--- src/rtl/pcache_pkg.sv ---
package pcache_pkg;
  typedef enum logic [1:0] {
    ST_IDLE,
    ST_FILL,
    ST_WRITE
  } ctrlState_t;

  // strobes from control to datapath
  typedef struct packed {
    logic fillWe;   // write tag entry and data word from refill
    logic hitWe;    // write data word from processor
  } dpStrobe_t;
endpackage

--- src/rtl/pcache_par.sv ---
module pcache_par #(
  parameter int W  = 8,
  parameter int NB = 1
) (
  input  logic [W-1:0]  din,
  output logic [NB-1:0] par
);
  generate
    if (NB == 1) begin : g_one
      assign par = ^din;
    end else begin : g_two
      logic pe, po;
      always_comb begin
        pe = 1'b0;
        po = 1'b0;
        for (int i = 0; i < W; i += 2) pe ^= din[i];
        for (int i = 1; i < W; i += 2) po ^= din[i];
      end
      assign par = {po, pe};
    end
  endgenerate
endmodule

--- src/rtl/pcache_dp.sv ---
module pcache_dp
  import pcache_pkg::*;
#(
  parameter int ADDR_W   = 10,
  parameter int IDX_W    = 4,
  parameter int DATA_W   = 32,
  parameter int PAR_BITS = 2
) (
  input  logic              clk,
  input  logic              rstN,
  input  logic [ADDR_W-1:0] addr,
  input  logic [DATA_W-1:0] cpuWdata,
  input  logic [DATA_W-1:0] memRdata,
  input  dpStrobe_t         strobe,
  output logic              tagHit,
  output logic              hitRead,
  output logic              parErr,
  output logic [DATA_W-1:0] rdData
);
  localparam int LINES = 1 << IDX_W;
  localparam int TAG_W = ADDR_W - IDX_W;
  localparam int ENT_W = TAG_W + 1;

  logic [ENT_W-1:0]    tagRam  [LINES];
  logic [PAR_BITS-1:0] tagPar  [LINES];
  logic [DATA_W-1:0]   dataRam [LINES];
  logic [PAR_BITS-1:0] dataPar [LINES];

  logic [IDX_W-1:0]    idx;
  logic [TAG_W-1:0]    tag;
  logic [ENT_W-1:0]    entRd;
  logic [DATA_W-1:0]   wrData;
  logic [PAR_BITS-1:0] tagParCalc, dataParCalc, tagParNew, dataParNew;
  logic                tagErr, dataErr;

  assign idx    = addr[IDX_W-1:0];
  assign tag    = addr[ADDR_W-1:IDX_W];
  assign entRd  = tagRam[idx];
  assign rdData = dataRam[idx];
  assign wrData = strobe.fillWe ? memRdata : cpuWdata;

  pcache_par #(.W(ENT_W),  .NB(PAR_BITS)) uChkTag  (.din(entRd),       .par(tagParCalc));
  pcache_par #(.W(DATA_W), .NB(PAR_BITS)) uChkData (.din(rdData),      .par(dataParCalc));
  pcache_par #(.W(ENT_W),  .NB(PAR_BITS)) uGenTag  (.din({1'b1, tag}), .par(tagParNew));
  pcache_par #(.W(DATA_W), .NB(PAR_BITS)) uGenData (.din(wrData),      .par(dataParNew));

  assign tagErr  = tagParCalc != tagPar[idx];
  assign dataErr = dataParCalc != dataPar[idx];
  assign tagHit  = entRd[ENT_W-1] && (entRd[TAG_W-1:0] == tag) && !tagErr;
  assign hitRead = tagHit && !dataErr;
  assign parErr  = tagErr || (tagHit && dataErr);

  always_ff @(posedge clk) begin
    if (!rstN) begin
      for (int i = 0; i < LINES; i++) begin
        tagRam[i] <= '0;
        tagPar[i] <= '0;
      end
    end else if (strobe.fillWe) begin
      tagRam[idx] <= {1'b1, tag};
      tagPar[idx] <= tagParNew;
    end
  end

  always_ff @(posedge clk) begin
    if (strobe.fillWe || strobe.hitWe) begin
      dataRam[idx] <= wrData;
      dataPar[idx] <= dataParNew;
    end
  end

  // a refilled line looks up clean on the following cycle
  a_r11_fill_clean: assert property (@(posedge clk) disable iff (!rstN)
    strobe.fillWe |=> hitRead);

  // a write hit leaves the new word readable as a hit
  a_r5_write_hit_update: assert property (@(posedge clk) disable iff (!rstN)
    strobe.hitWe |=> (hitRead && rdData == $past(cpuWdata)));
endmodule

--- src/rtl/pcache_ctrl.sv ---
module pcache_ctrl
  import pcache_pkg::*;
#(
  parameter int CNT_W = 8
) (
  input  logic             clk,
  input  logic             rstN,
  input  logic             cpuReq,
  input  logic             cpuWe,
  input  logic             memAck,
  input  logic             tagHit,
  input  logic             hitRead,
  input  logic             parErr,
  output logic             cpuReady,
  output logic             memReq,
  output logic             memWe,
  output dpStrobe_t        strobe,
  output logic [CNT_W-1:0] errCount
);
  ctrlState_t state, nextState;
  logic       errPend;
  logic       readMiss;

  assign readMiss = (state == ST_IDLE) && cpuReq && !cpuWe && !hitRead;

  always_comb begin
    nextState = state;
    strobe    = '0;
    cpuReady  = 1'b0;
    memReq    = 1'b0;
    memWe     = 1'b0;
    case (state)
      ST_IDLE: begin
        if (cpuReq) begin
          if (cpuWe) begin
            strobe.hitWe = tagHit;
            nextState    = ST_WRITE;
          end else if (hitRead) begin
            cpuReady = 1'b1;
          end else begin
            nextState = ST_FILL;
          end
        end
      end
      ST_FILL: begin
        memReq = 1'b1;
        if (memAck) begin
          strobe.fillWe = 1'b1;
          nextState     = ST_IDLE;
        end
      end
      ST_WRITE: begin
        memReq = 1'b1;
        memWe  = 1'b1;
        if (memAck) begin
          cpuReady  = 1'b1;
          nextState = ST_IDLE;
        end
      end
      default: nextState = ST_IDLE;
    endcase
  end

  always_ff @(posedge clk) begin
    if (!rstN) begin
      state    <= ST_IDLE;
      errPend  <= 1'b0;
      errCount <= '0;
    end else begin
      state <= nextState;
      if (readMiss) errPend <= parErr;
      if ((state == ST_FILL) && memAck && errPend && (errCount != {CNT_W{1'b1}}))
        errCount <= errCount + 1'b1;
    end
  end

  // a read miss starts a refill read on the next cycle
  a_r2_miss_fetches: assert property (@(posedge clk) disable iff (!rstN)
    readMiss |=> (memReq && !memWe));

  // a write completes only together with the memory acknowledge
  a_r4_write_ack_from_mem: assert property (@(posedge clk) disable iff (!rstN)
    (cpuReady && cpuWe) |-> memAck);

  // a memory request is held steady until acknowledged
  a_r4_hold_req: assert property (@(posedge clk) disable iff (!rstN)
    (memReq && !memAck) |=> (memReq && $stable(memWe)));

  // a hit is served without touching memory
  a_r3_hit_no_mem: assert property (@(posedge clk) disable iff (!rstN)
    (cpuReady && !cpuWe) |-> !memReq);

  // the repair counter only steps up by one or holds
  a_r10_count_step: assert property (@(posedge clk) disable iff (!rstN)
    (errCount == $past(errCount)) || (errCount == $past(errCount) + 1'b1));
endmodule

--- src/rtl/parity_cache.sv ---
module parity_cache
  import pcache_pkg::*;
#(
  parameter int ADDR_W   = 10,
  parameter int IDX_W    = 4,
  parameter int DATA_W   = 32,
  parameter int PAR_BITS = 2,
  parameter int CNT_W    = 8
) (
  input  logic              clk,
  input  logic              rstN,
  input  logic              cpuReq,
  input  logic              cpuWe,
  input  logic [ADDR_W-1:0] cpuAddr,
  input  logic [DATA_W-1:0] cpuWdata,
  output logic              cpuReady,
  output logic [DATA_W-1:0] cpuRdata,
  output logic              memReq,
  output logic              memWe,
  output logic [ADDR_W-1:0] memAddr,
  output logic [DATA_W-1:0] memWdata,
  input  logic              memAck,
  input  logic [DATA_W-1:0] memRdata,
  output logic [CNT_W-1:0]  errCount
);
  dpStrobe_t strobe;
  logic      tagHit, hitRead, parErr;

  assign memAddr  = cpuAddr;
  assign memWdata = cpuWdata;

  pcache_dp #(
    .ADDR_W(ADDR_W), .IDX_W(IDX_W), .DATA_W(DATA_W), .PAR_BITS(PAR_BITS)
  ) uDp (
    .clk(clk), .rstN(rstN), .addr(cpuAddr), .cpuWdata(cpuWdata),
    .memRdata(memRdata), .strobe(strobe), .tagHit(tagHit),
    .hitRead(hitRead), .parErr(parErr), .rdData(cpuRdata)
  );

  pcache_ctrl #(.CNT_W(CNT_W)) uCtrl (
    .clk(clk), .rstN(rstN), .cpuReq(cpuReq), .cpuWe(cpuWe), .memAck(memAck),
    .tagHit(tagHit), .hitRead(hitRead), .parErr(parErr),
    .cpuReady(cpuReady), .memReq(memReq), .memWe(memWe),
    .strobe(strobe), .errCount(errCount)
  );
endmodule

--- config.mk ---
export PLATFORM = sky130hd
export DESIGN_NAME = parity_cache
export DESIGN_NICKNAME = d
export VERILOG_FILES = /design/src/rtl/pcache_pkg.sv /design/src/rtl/pcache_par.sv /design/src/rtl/pcache_dp.sv /design/src/rtl/pcache_ctrl.sv /design/src/rtl/parity_cache.sv
export SDC_FILE = /design/constraint.sdc
export NUM_CORES = 1
export LEC_CHECK = 0
export BUFFER_PORTS_ARGS = -buffer_cell sky130_fd_sc_hd__buf_2
export CAP_MARGIN = 25
export CORE_MARGIN = 4
export CORE_UTILIZATION = 40
export CTS_CLUSTER_DIAMETER = 200
export DETAILED_ROUTE_END_ITERATION = 10
export HOLD_SLACK_MARGIN = 0.02
export PLACE_DENSITY_LB_ADDON = 0.05
export SETUP_SLACK_MARGIN = 0.1
export SLEW_MARGIN = 25
export SYNTH_ARGS = -nofsm -noshare
export SYNTH_HDL_FRONTEND = slang
export SYNTH_HIERARCHICAL = 1
export SYNTH_SLANG_ARGS = --single-unit
--- constraint.sdc ---
create_clock -name clk -period 6.5 [get_ports clk]
set_clock_uncertainty 0.15 [all_clocks]
set_input_delay 0.325 -clock clk [delete_from_list [all_inputs] [get_ports clk]]
set_output_delay 0.325 -clock clk [all_outputs]
set_load 0.005 [all_outputs]
==> results.md <==
## Route
- 73400 µm — aggregate routed wire length
- 27.3 µm — Wirelength per Cell
- 14500 — number of vias in the routed layout
- 0 — count of nets left with antenna violations after detail routing
- 0 — DRC violations left
- 4 — count of TritonRoute iterations in the first routing pass
- 954 — count of routing violations after the opening detailed-route iteration
- 5.41 — via-per-instance ratio

## Setup path
- 2.04 ns — reg2reg setup slack
- buf_8, buf_4, mux4_2, mux4_2, xnor2_1, xnor2_1, xnor2_1, xnor2_1, xor2_1, nand2_1, nor4_2, inv_1, o31ai_1, buf_2 — cells traversed along the worst timing path
- 4.66 ns — Crit path arrival time
- mux4_2 — slowest stage cell, crit path
- 0.55 ns — critical path's largest stage delay
- input pin — Worst Setup Start Kind
- 6.02 ns — WP data required
- uDp/dataRam[1][8] — Crit Reg-Reg Endpoint
- in2out — path type of the worst setup path
- 41 — Max FO, Critical Path
- 4 — CP bufs+invs
- 13 — length in cells of the worst reg-to-reg path
- uDp/tagRam[12][2] — startpoint of the worst register-to-register path
- XOR/XNOR gates — gate family responsible for the most delay along the worst path
- output pin — critical path capture point type
- xnor2_1 — most frequent CP cell

## Worst hold path
- 2 — Hold Path Stages
- uDp/dataRam[7][8] — Worst Hold End
- memRdata[8] — hold path startpoint
- in2reg — path type of the worst min-delay path

## Global routing
- 68 — maximum number of pins on one net before global-route repair
- 0 — overflow left after global routing
- 0.189 — GRT Util Overall
- 0 — number of antenna violations at the first check in global routing
- 15400 — number of global-route vias before repair
- 107000 µm — first-pass GRT wire length

## Timing
- 1.36 ns — crit path setup slack, layout
- 0.790 — post-route clock period utilization
- no — setup repair after global routing missed its margin
- 0 — Slew Limit Fails
- 5.14 ns — Final Critical Period
- 0 ns — sum of negative setup slack
- 195 MHz — FMAX
- 0 — final number of hold-violating endpoints
- 0.276 — headroom to the max-slew limit
- 1.09 ns — Worst-Margin Slew
- 0 — number of setup violations in the final report

## Synthesis
- 6 — number of warnings reported in the yosys synthesis log
- 699 — total of flip-flops plus latches after synthesis
- edfxtp_1 — post-synth top area cell
- 672 — number of enable-type register cells in the synthesized netlist
- 1496 — Post-Syn Instances
- 57 — number of different library cells in the post-synthesis netlist
- 29300 µm² — mapped cell area
- edfxtp_1 — flip-flop cell with the highest count after synthesis
- 0 — Async SR Flop Fraction
- 1579 — syn nets
- 19.6 µm² — syn_area_per_cell
- 0.689 — share of the synthesized area in the top cell type
- edfxtp_1 (69%), mux4_2 (15%), and2_1 (2.8%) — largest cells by area after synthesis
- 0.708 — part of the Yosys area used for sequential elements

## Floorplanning
- 164 — Boundary Pins
- 279 µm — die height
- 72000 µm² — Std-Cell Core Area
- 77600 µm² — die footprint
- 0.407 — Initial Utilization
- 279 µm — width of the die
- 98 — Core Rows

## Cells and area
- 1758 — Net count, final
- 15.5% — area added between synthesis and finish
- 0.335 — fraction of final layout cells sized beyond drive strength 1
- 6045 — fillcell total
- 33800 µm² — Non-Filler Cell Area, Final
- 0 — antenna fix cells
- 0.470 — final core utilization

## Clock network
- done — TritonCTS clock tree
- 0.05 ns — post-CTS clock slew at the launch and capture registers of the worst setup and hold paths
- clkbuf_16 — CTS root buf
- 699 — number of clock sinks seen by CTS
- 0.61 ns — clock latency at the later pin of the worst-skew pair
- 3 — CTS HTree Levels
- 78 — number of buffers inserted during clock tree synthesis
- 3 — Max clock buf depth

## Place
- 0.776 — final weighted congestion of routability-driven global placement
- 163 — input/output buffers
- 1.29 ns — dpl ws
- 31300 µm² — standard cell area after detailed placement
- 42100 µm — detailed placer's ending HPWL

## Pwr
- 307 nW/µm² — power per cell area
- 202 µV — largest voltage drop on the vdd net
- 0.0114 µW — leakage power of the design

## Outcome
- complete, no violations — result of the run

## Job
- 0 — number of max-capacitance violations reported

power breakdown:
part,leakage (µW),internal [µW],total [µW],switching [µW]
Sequential,0.00643,5140,5160,15.6
Clock,0.00120,2450,4190,1750
Combinational,0.00376,393,1040,651
Total,0.0114,7980,10400,2410
placed cells by master (no fill, tap or decap), types with 5 or more instances in the layout:
cell and count:
a22oi_1 16, clkbuf_1 16, and2_1 131, nor2_4 16
buf_2 159, mux2_2 35, clkinv_1 18, nand2_1 18
xor2_1 11, nor2b_1 6, dfxtp_1 27, xnor2_1 67
buf_4 46, mux2i_1 33, mux4_1 5, nand3_1 8
nand2b_1 5, mux4_2 189, o21ai_0 16, clkbuf_16 81
inv_1 7, edfxtp_1 672, and3_1 7, nor2_1 23
a21o_1 17, buf_12 16, clkinv_2 16, a21oi_1 5
sequential cells by signal, summed over array words and instances, names as in the netlist:
name / count
uDp/tagPar: 32
uDp/dataRam: 512
uDp/dataPar: 32
uDp/tagRam: 112
uCtrl/errPend: 1
uCtrl/state: 2
uCtrl/errCount: 8
cell families after synthesis:
| logic type | synth area share |
|---|---|
| DFF | 0.708 |
| xor gates and xnor gates | 0.0239 |
| and+or+nand+nor | 0.0452 |
| AOI/OAI and AO/OA | 0.0206 |
| adders and majority gates | 0.00171 |
| muxes | 0.175 |
| other | 0.000128 |
| buffers and inverters | 0.0260 |
how the worst max path moves through the flow:
stage,start,end,slack [ns],cells after the start
floorplan,cpuAddr[3],uDp/dataPar[4][0],1.37,14
global placement,cpuAddr[0],uDp/dataRam[8][17],1.28,14
detailed placement,cpuAddr[0],cpuReady,1.29,14
CTS,cpuAddr[0],cpuReady,1.28,14
global route,cpuAddr[0],cpuReady,1.02,14
finish,cpuAddr[0],cpuReady,1.36,14
layer usage:
| layer | routed length, µm | up-vias | GRT usage |
|---|---|---|---|
| li1 | - | 6340 | - |
| met3 | 2780 | 96 | 0.0314 |
| met5 | 0 | - | 0 |
| met2 | 36800 | 310 | 0.319 |
| met1 | 32400 | 7782 | 0.259 |
| met4 | 1400 | 0 | 0.0409 |
what timing repair did:
item                                    4_1_cts  5_1_grt
resized for setup                             0        0
endpoints found under the setup margin        0        0
hold endpoints to repair                      4        0
hold buffers                                  4        0
setup buffers                                 0        0
synth_stat cells, drive strengths merged (2+ instances only):
master	count
and2	133
nor2	39
nand4	3
o21ai	20
and4	3
nor2b	6
a21o	17
nor3	3
a22oi	16
a21oi	6
a41oi	2
ha	4
buf	99
nand2	18
a22o	2
mux2i	33
inv	7
and3	7
a31oi	2
a311oi	3
a221oi	2
nand3	8
dfxtp	27
clkbuf	29
edfxtp	672
xor2	11
mux4	194
mux2	35
xnor2	69
a211oi	2
nand2b	6
layout make-up:
cell class	count	area [µm²]	share of cell area
Clock buffer	98	2100	0.0621
Tap cell	950	1190	0.0351
Inverter	7	26.3	0.000777
Sequential cell	699	20700	0.613
Timing Repair Buffer	227	1530	0.0452
Clock inverter	43	327	0.00966
Multi-Input combinational cell	662	7930	0.235
per-stage QoR:
| step | power, µW | std cells | hold WS, ns |
|---|---|---|---|
| floorplan | 5970 | 1496 | 0.271 |
| global placement | 6290 | 2541 | 0.282 |
| detailed placement | 6310 | 2541 | 0.290 |
| CTS | 10500 | 2686 | 0.103 |
| global route | 10800 | 2686 | 0.140 |
| finish | 10400 | 2686 | 0.144 |
Note: power is estimated with default switching activity, not from simulation.
